File: src/rtl/hlcd_pkg.sv
`timescale 1ns/1ps
package hlcd_pkg;

   // Width of one count field; a zero field stands for 2**CNT_FLD_W.
   localparam int unsigned CNT_FLD_W = 6;
   // A full period (two fields) needs two more bits than one field.
   localparam int unsigned PER_W     = CNT_FLD_W + 2;
   localparam int unsigned RAT_W     = CNT_FLD_W + 2;

   typedef enum logic [1:0] {
      SEL_TIMING = 2'd0,
      SEL_CTRL   = 2'd1,
      SEL_RATIO  = 2'd2,
      SEL_INDIV  = 2'd3
   } cfg_sel_e;

   typedef struct packed {
      logic                 bypass_f;
      logic                 odd_f;
      logic [CNT_FLD_W-1:0] hi_f;
      logic [CNT_FLD_W-1:0] lo_f;
   } div_cfg_t;

   // Integer ratio to count fields.
   function automatic div_cfg_t ratio_to_cfg(input logic [RAT_W-1:0] n);
      div_cfg_t   c;
      logic [RAT_W-1:0] h;
      logic [RAT_W-1:0] l;
      h          = n >> 1;
      l          = n - h;
      c.hi_f     = h[CNT_FLD_W-1:0];
      c.lo_f     = l[CNT_FLD_W-1:0];
      c.odd_f    = n[0];
      c.bypass_f = (n == RAT_W'(1));
      return c;
   endfunction

   // Field to cycle count, zero meaning the full field range.
   function automatic logic [PER_W-1:0] field_cycles(input logic [CNT_FLD_W-1:0] f);
      logic [PER_W-1:0] r;
      if (f == '0) r = PER_W'(1) << CNT_FLD_W;
      else         r = PER_W'(f);
      return r;
   endfunction

endpackage

File: src/rtl/hlcd_ratio_enc.sv
`timescale 1ns/1ps
module hlcd_ratio_enc
   import hlcd_pkg::*;
#(
   parameter int unsigned RATIO_W = 8
) (
   input  logic [RATIO_W-1:0] ratio,
   output div_cfg_t           cfg
);

   localparam int unsigned PAD_W = (RATIO_W < RAT_W) ? (RAT_W - RATIO_W) : 0;

   logic [RAT_W-1:0] ratio_ext;

   generate
      if (RATIO_W == RAT_W) begin : g_same
         assign ratio_ext = ratio;
      end else if (RATIO_W < RAT_W) begin : g_pad
         assign ratio_ext = {{PAD_W{1'b0}}, ratio};
      end else begin : g_cut
         assign ratio_ext = ratio[RAT_W-1:0];
      end
   endgenerate

   assign cfg = ratio_to_cfg(ratio_ext);

endmodule

File: src/rtl/hlcd_cfg_stage.sv
`timescale 1ns/1ps
module hlcd_cfg_stage
   import hlcd_pkg::*;
#(
   parameter int unsigned DATA_W    = 16,
   parameter int unsigned DEF_RATIO = 4
) (
   input  logic              clk_in,
   input  logic              rst_n,
   input  logic              cfg_we,
   input  logic [1:0]        cfg_sel,
   input  logic [DATA_W-1:0] cfg_data,
   input  div_cfg_t          enc_cfg,
   input  logic              period_end,
   output div_cfg_t          act_cfg,
   output logic              cfg_ready
);

   localparam int unsigned LO_LSB      = 0;
   localparam int unsigned HI_LSB      = CNT_FLD_W;
   localparam int unsigned CTRL_BYP_B  = 6;
   localparam int unsigned CTRL_ODD_B  = 7;
   localparam int unsigned INDIV_BYP_B = 2 * CNT_FLD_W;
   localparam int unsigned INDIV_ODD_B = 2 * CNT_FLD_W + 1;
   localparam div_cfg_t    RST_CFG     = ratio_to_cfg(RAT_W'(DEF_RATIO));

   div_cfg_t stg_q;
   div_cfg_t act_q;
   logic     pend_q;
   cfg_sel_e sel;

   assign sel = cfg_sel_e'(cfg_sel);

   always_ff @(posedge clk_in or negedge rst_n) begin
      if (!rst_n) begin
         stg_q <= RST_CFG;
      end else if (cfg_we) begin
         unique case (sel)
            SEL_TIMING: begin
               stg_q.lo_f <= cfg_data[LO_LSB +: CNT_FLD_W];
               stg_q.hi_f <= cfg_data[HI_LSB +: CNT_FLD_W];
            end
            SEL_CTRL: begin
               stg_q.odd_f    <= cfg_data[CTRL_ODD_B];
               stg_q.bypass_f <= cfg_data[CTRL_BYP_B];
            end
            SEL_RATIO: begin
               stg_q <= enc_cfg;
            end
            SEL_INDIV: begin
               stg_q.lo_f     <= cfg_data[LO_LSB +: CNT_FLD_W];
               stg_q.hi_f     <= cfg_data[HI_LSB +: CNT_FLD_W];
               stg_q.odd_f    <= cfg_data[INDIV_ODD_B];
               stg_q.bypass_f <= cfg_data[INDIV_BYP_B];
            end
            default: stg_q <= stg_q;
         endcase
      end
   end

   always_ff @(posedge clk_in or negedge rst_n) begin
      if (!rst_n) begin
         act_q  <= RST_CFG;
         pend_q <= 1'b0;
      end else begin
         if (period_end && pend_q) act_q <= stg_q;
         if (cfg_we)               pend_q <= 1'b1;
         else if (period_end)      pend_q <= 1'b0;
      end
   end

   assign act_cfg   = act_q;
   assign cfg_ready = ~pend_q;

endmodule

File: src/rtl/hlcd_wave_gen.sv
`timescale 1ns/1ps
module hlcd_wave_gen
   import hlcd_pkg::*;
#(
   parameter bit HALF_EN = 1'b1
) (
   input  logic     clk_in,
   input  logic     rst_n,
   input  div_cfg_t act_cfg,
   output logic     clk_out,
   output logic     period_end,
   output logic     phase_hi
);

   logic [PER_W-1:0] hi_cyc;
   logic [PER_W-1:0] lo_cyc;
   logic [PER_W-1:0] per_last;
   logic [PER_W-1:0] cnt_q;
   logic [PER_W-1:0] cnt_nxt;
   logic             hi_q;
   logic             shaped;

   assign hi_cyc     = field_cycles(act_cfg.hi_f);
   assign lo_cyc     = field_cycles(act_cfg.lo_f);
   assign per_last   = hi_cyc + lo_cyc - PER_W'(1);
   assign cnt_nxt    = cnt_q + PER_W'(1);
   assign period_end = act_cfg.bypass_f || (cnt_q >= per_last);

   // Counter reset to all ones so the first edge after reset opens a period.
   always_ff @(posedge clk_in or negedge rst_n) begin
      if (!rst_n) begin
         cnt_q <= '1;
         hi_q  <= 1'b0;
      end else if (period_end) begin
         cnt_q <= '0;
         hi_q  <= 1'b1;
      end else begin
         cnt_q <= cnt_nxt;
         hi_q  <= (cnt_nxt < hi_cyc);
      end
   end

   generate
      if (HALF_EN) begin : g_half
         logic ext_q;
         always_ff @(negedge clk_in or negedge rst_n) begin
            if (!rst_n) ext_q <= 1'b0;
            else        ext_q <= hi_q;
         end
         assign shaped = hi_q | (act_cfg.odd_f & ext_q);
      end else begin : g_whole
         assign shaped = hi_q;
      end
   endgenerate

   assign clk_out  = act_cfg.bypass_f ? clk_in : shaped;
   assign phase_hi = hi_q;

endmodule

File: src/rtl/hilo_clk_div.sv
`timescale 1ns/1ps
module hilo_clk_div
   import hlcd_pkg::*;
#(
   parameter int unsigned DATA_W    = 16,
   parameter int unsigned RATIO_W   = 8,
   parameter int unsigned DEF_RATIO = 4,
   parameter bit          HALF_EN   = 1'b1
) (
   input  logic              clk_in,
   input  logic              rst_n,
   input  logic              cfg_we,
   input  logic [1:0]        cfg_sel,
   input  logic [DATA_W-1:0] cfg_data,
   output logic              clk_out,
   output logic              cfg_ready
);

   localparam int unsigned MIN_DATA_W = 2 * CNT_FLD_W + 2;

   generate
      if (DATA_W < MIN_DATA_W) begin : g_bad_data_w
         $error("hilo_clk_div: DATA_W too narrow for the single-word form");
      end
      if (RATIO_W != RAT_W) begin : g_bad_ratio_w
         $error("hilo_clk_div: RATIO_W must equal two more than the field width");
      end
      if (DEF_RATIO > (1 << RAT_W)) begin : g_bad_def
         $error("hilo_clk_div: DEF_RATIO out of range");
      end
   endgenerate

   div_cfg_t enc_cfg;
   div_cfg_t act_cfg;
   logic     period_end;
   logic     phase_hi;

   hlcd_ratio_enc #(
      .RATIO_W (RATIO_W)
   ) u_enc (
      .ratio (cfg_data[RATIO_W-1:0]),
      .cfg   (enc_cfg)
   );

   hlcd_cfg_stage #(
      .DATA_W    (DATA_W),
      .DEF_RATIO (DEF_RATIO)
   ) u_stage (
      .clk_in     (clk_in),
      .rst_n      (rst_n),
      .cfg_we     (cfg_we),
      .cfg_sel    (cfg_sel),
      .cfg_data   (cfg_data),
      .enc_cfg    (enc_cfg),
      .period_end (period_end),
      .act_cfg    (act_cfg),
      .cfg_ready  (cfg_ready)
   );

   hlcd_wave_gen #(
      .HALF_EN (HALF_EN)
   ) u_wave (
      .clk_in     (clk_in),
      .rst_n      (rst_n),
      .act_cfg    (act_cfg),
      .clk_out    (clk_out),
      .period_end (period_end),
      .phase_hi   (phase_hi)
   );

endmodule

File: config.mk
export PLATFORM = sky130hd
export DESIGN_NAME = hilo_clk_div
export DESIGN_NICKNAME = d
export VERILOG_FILES = /design/src/rtl/hlcd_pkg.sv /design/src/rtl/hlcd_ratio_enc.sv /design/src/rtl/hlcd_cfg_stage.sv /design/src/rtl/hlcd_wave_gen.sv /design/src/rtl/hilo_clk_div.sv
export SDC_FILE = /design/constraint.sdc
export NUM_CORES = 1
export LEC_CHECK = 0
export BUFFER_PORTS_ARGS = -buffer_cell sky130_fd_sc_hd__buf_2
export CORE_MARGIN = 8
export CORE_UTILIZATION = 45
export DETAILED_ROUTE_END_ITERATION = 8
export MAX_ROUTING_LAYER = met4
export PLACE_DENSITY = 0.6
export SLEW_MARGIN = 10
export SYNTH_ARGS = -nofsm -noshare
export SYNTH_HDL_FRONTEND = slang
export SYNTH_HIERARCHICAL = 1
export SYNTH_SLANG_ARGS = --single-unit
File: constraint.sdc
create_clock -name clk_in -period 11.25 [get_ports clk_in]
set_input_delay 1.6875 -clock clk_in [delete_from_list [all_inputs] [get_ports clk_in]]
set_output_delay 1.6875 -clock clk_in [all_outputs]
set_load 0.1 [all_outputs]
After elaboration in Yosys (flattened, before gate mapping)
Index checks and enable logic that the tools add are counted.
Widths: inputs -> output; s select.
{"block": "word_totals", "reg_bits": 39, "inputBits": 21, "out_inout_bits": 2, "word_cells": 45}
{"block": "classes", "addsub": 4, "n_lt_le_gt_ge": 2, "n_eq_ne": 4, "n_mux": 9, "bitwise": 3, "n_reduce_logical": 11}
{"op": "$pmux 12 s2", "count": 1}
{"op": "$mux 7", "count": 2}
{"op": "$logic_not 6->1", "count": 2}
{"op": "$add 7x7->8", "count": 1}
{"op": "$add 8x1->8 const B", "count": 1}
{"op": "$eq 8x1->1 const B", "count": 1}
{"op": "$ge 8x8->1", "count": 1}
{"op": "$lt 8x8->1", "count": 1}
{"op": "$mux 8", "count": 1}
{"op": "$sub 8x1->8 const B", "count": 1}
{"op": "$pmux 2 s3", "count": 1}
{"op": "$sub 6x6->6", "count": 1}
{"op": "$eq 2x2->1 const B", "count": 2}
{"op": "$mux 1", "count": 4}
{"op": "$reduce_and 2->1", "count": 2}
{"op": "$reduce_bool 2->1", "count": 2}
{"op": "$reduce_bool 3->1", "count": 1}
{"op": "$eq 2x1->1 const B", "count": 1}
{"op": "$logic_not 2->1", "count": 1}
{"op": "$reduce_or 2->1", "count": 1}
{"op": "$and 1x1->1", "count": 1}
{"op": "$logic_and 1x1->1", "count": 1}
{"op": "$logic_or 1x1->1", "count": 1}
{"op": "$not 1->1", "count": 1}
{"op": "$or 1x1->1", "count": 1}

Depth between registers and ports, before layout
{"block": "logic_depth", "ltp_word": 8, "depth_mapped": 20, "ltp_nobuf": 19}

Modules after synthesis
Netlist, hierarchy kept.
{"module": "hlcd_cfg_stage", "instances": 1, "cells_each": 102, "area_per_inst_um2": 1321.3, "seq_area_each_um2": 730.7}
{"module": "hlcd_wave_gen", "instances": 1, "cells_each": 132, "area_per_inst_um2": 1179.9, "seq_area_each_um2": 260.2}
{"module": "hlcd_ratio_enc", "instances": 1, "cells_each": 43, "area_per_inst_um2": 357.8, "seq_area_each_um2": 0.0}

==> impl_metrics.csv <==
group,metric,value,unit
worst_setup_path,cpPeakStageDelay,440,ps
global_routing,grt_max_degree,40,
global_routing,grt_usage,13.1,%
pwr,powerDensity,100,nW/um^2
detailed_routing,drtPass1Iterations,4,
placed_design,hpwl,4070,um
timing,setup_viol,0,
synthesis,synth_cell_types,50,
worst_setup_path,crit_path_top_delay_cell,"buf_2",
final_layout,syn2layout_area_growth,8.71,%
detailed_routing,wl_per_cell,13.6,um
synthesis,synth_top_cell_area_share,22.8,%
hold_path,hold_class,"reg -> reg",
timing,rsz0062_at_grt,"false",
worst_setup_path,path_max_fanout,1,
final_layout,fin_cells,375,
final_layout,fin_util,49.8,%
synthesis,synthFlopType,"dfrtp_1",
final_layout,final_cell_mix,"inv_1 (37), ha_1 (36), dfrtp_1 (26)",
worst_setup_path,critPathKind,"reg -> out",
floorplanning,rows,29,
synthesis,synth.largest_area_cell,"dfrtp_1",
synthesis,postSynthAreaPerCell,10.3,um^2
timing,worst_clock_skew,18.6,ps
final_layout,drive_gt1_share,22.8,%
worst_setup_path,crit_path_start_kind,"register",
global_routing,grt_pass1_vias,1901,
final_layout,fin_nets,356,
detailed_routing,vias,1886,
synthesis,synth_nets,336,
detailed_routing,viasPerCell,5.03,
placed_design,port_buffers,20,
floorplanning,start_util,45.8,%
worst_setup_path,crit_path_end_kind,"output pin",
clock_tree,clk_latency,410,ps
placed_design,gp_congestion,0.808,
timing,setup_ws,2520,ps
synthesis,synthArstFlopShare,100,%
floorplanning,die_w,95.7,um
synthesis,synth-seq-area-share,34.7,%
clock_tree,ctsResizeCount,0,
timing,final_max_slew_viol_count,0,
worst_setup_path,cp.arrival,7040,ps
timing,tns,0,ps
clock_tree,cts_setup_buffers,0,
global_routing,grt_pass1_wl,8830,um
timing,max_slew_margin,48.7,%
synthesis,synth-seq-cells,39,
final_layout,final_common_cell,"inv_1",
timing,tightest_slew,769,ps
global_routing,overflow,0,
synthesis,synth_edf_count,0,
detailed_routing,drtIter0Drc,47,
placed_design,place_inst,364,
clock_tree,tritoncts,"done",
timing,hold_viol,0,
global_routing,antenna_found_initial,0,
flow_run,max-cap-violations,0,
pwr,ir_drop,0.0605,mV
pwr,p_leak,1.61,nW
detailed_routing,drtAntennaViolNets,0,
synthesis,yosysWarnings,6,
hold_path,min_from,"u_stage/stg_q[7]",
synthesis,netlist_area,2860,um^2
synthesis,synth_cells,277,
clock_tree,cts_hold_buf,0,
detailed_routing,remaining_drc_errors,0,
final_layout,num_antenna_cells,0,
floorplanning,die_y,95.7,um
worst_setup_path,crit_chain,"a21oi_1 > o21ai_0 > buf_2",
worst_setup_path,startpoint,"u_wave/g_half.ext_q",
detailed_routing,wl,5100,um
run_status,status,"finished clean",
worst_setup_path,crit_required,9560,ps
synthesis,netlist_top_cells_area,"dfrtp_1 (23%), ha_1 (16%), dfstp_2 (11%)",
clock_tree,clk_pin_slew,70,ps
floorplanning,die_area,9160,um^2
floorplanning,core,6240,um^2
placed_design,post-place-ws,2970,ps
worst_setup_path,timing.rr.start,"u_wave/phase_hi",
floorplanning,pin_count,23,
[registers in the layout, indices dropped and copies added, names as in the netlist]
signal               cells
u_wave/cnt_q             8
u_wave/g_half.ext_q      1
u_stage/stg_q           14
u_stage/act_cfg         14
u_stage/pend_q           1
u_wave/phase_hi          1
[area by class of cell]
type / instances / area, um^2
timing repair buffer: 20 / 103
clock buffer: 9 / 115
fill: 609 / 3130
inverter: 38 / 143
tap: 77 / 96.3
clock inverter: 3 / 20.0
multi-input combinational: 189 / 1640
sequential: 39 / 991
[critical path, delay by kind of cell (launching register included)]
kind / cells / cell delay, ps
buffers and inverters: 1 / 440
flip-flops: 1 / 380
AO/OA/AOI/OAI: 2 / 170
[cell usage after synthesis, drive strengths merged, types with 4 or more instances]
cell type,number
xor2,5
inv,38
o21a,4
and2,7
o21ai,17
mux2i,12
o21bai,4
xnor2,9
ha,36
mux2,15
a21oi,9
dfstp,12
nand2,21
nor2,5
nand2b,5
dfrtp,26
nand3,4
buf,11
[metrics by stage]
step / hold WS, ps / cell area, um^2 / power [mW]
global route: 486 / 3110 / 0.330
floorplan: 443 / 2860 / 0.184
global placement: 460 / 2980 / 0.194
CTS: 473 / 3110 / 0.318
finish: 468 / 3110 / 0.312
detailed placement: 463 / 2980 / 0.195
[cells by family after synthesis]
group | after synthesis | share of synthesized area [%]
AOI/OAI and AO/OA | 50 | 12.6
xor gates and xnor gates | 15 | 5.08
adders and majority gates | 38 | 17.2
buffers and inverters | 49 | 7.96
DFF | 39 | 34.7
muxes | 27 | 11.4
and+or+nand+nor | 59 | 11.1
[path summary, 6_finish.rpt]
kind	to	slack, ps	cells past startpoint
setup / recovery	clk_out	2520	3
hold / removal	u_stage/stg_q[7]	470	2
setup reg to reg	u_wave/g_half.ext_q	5110	0
hold reg to reg	u_stage/stg_q[7]	470	2
max in group asynchronous	u_wave/g_half.ext_q	4060	2
min in group asynchronous	u_stage/pend_q	1320	2
[metal layers]
layer	share of wire (%)	routed length, um	global-route usage [%]	vias up
li1	-	-	-	982
met1	48	2430	15.3	867
met2	47	2410	19.4	26
met3	2.3	116	2.81	11
met4	2.8	145	9.86	0
met5	0	0	-	-
[power by group]
part           switching (mW)  total (mW)  internal [mW]
registers             0.00389       0.153          0.149
clock network          0.0550       0.121         0.0657
logic                  0.0211      0.0385         0.0174
Power figures use the tool's default switching activity.
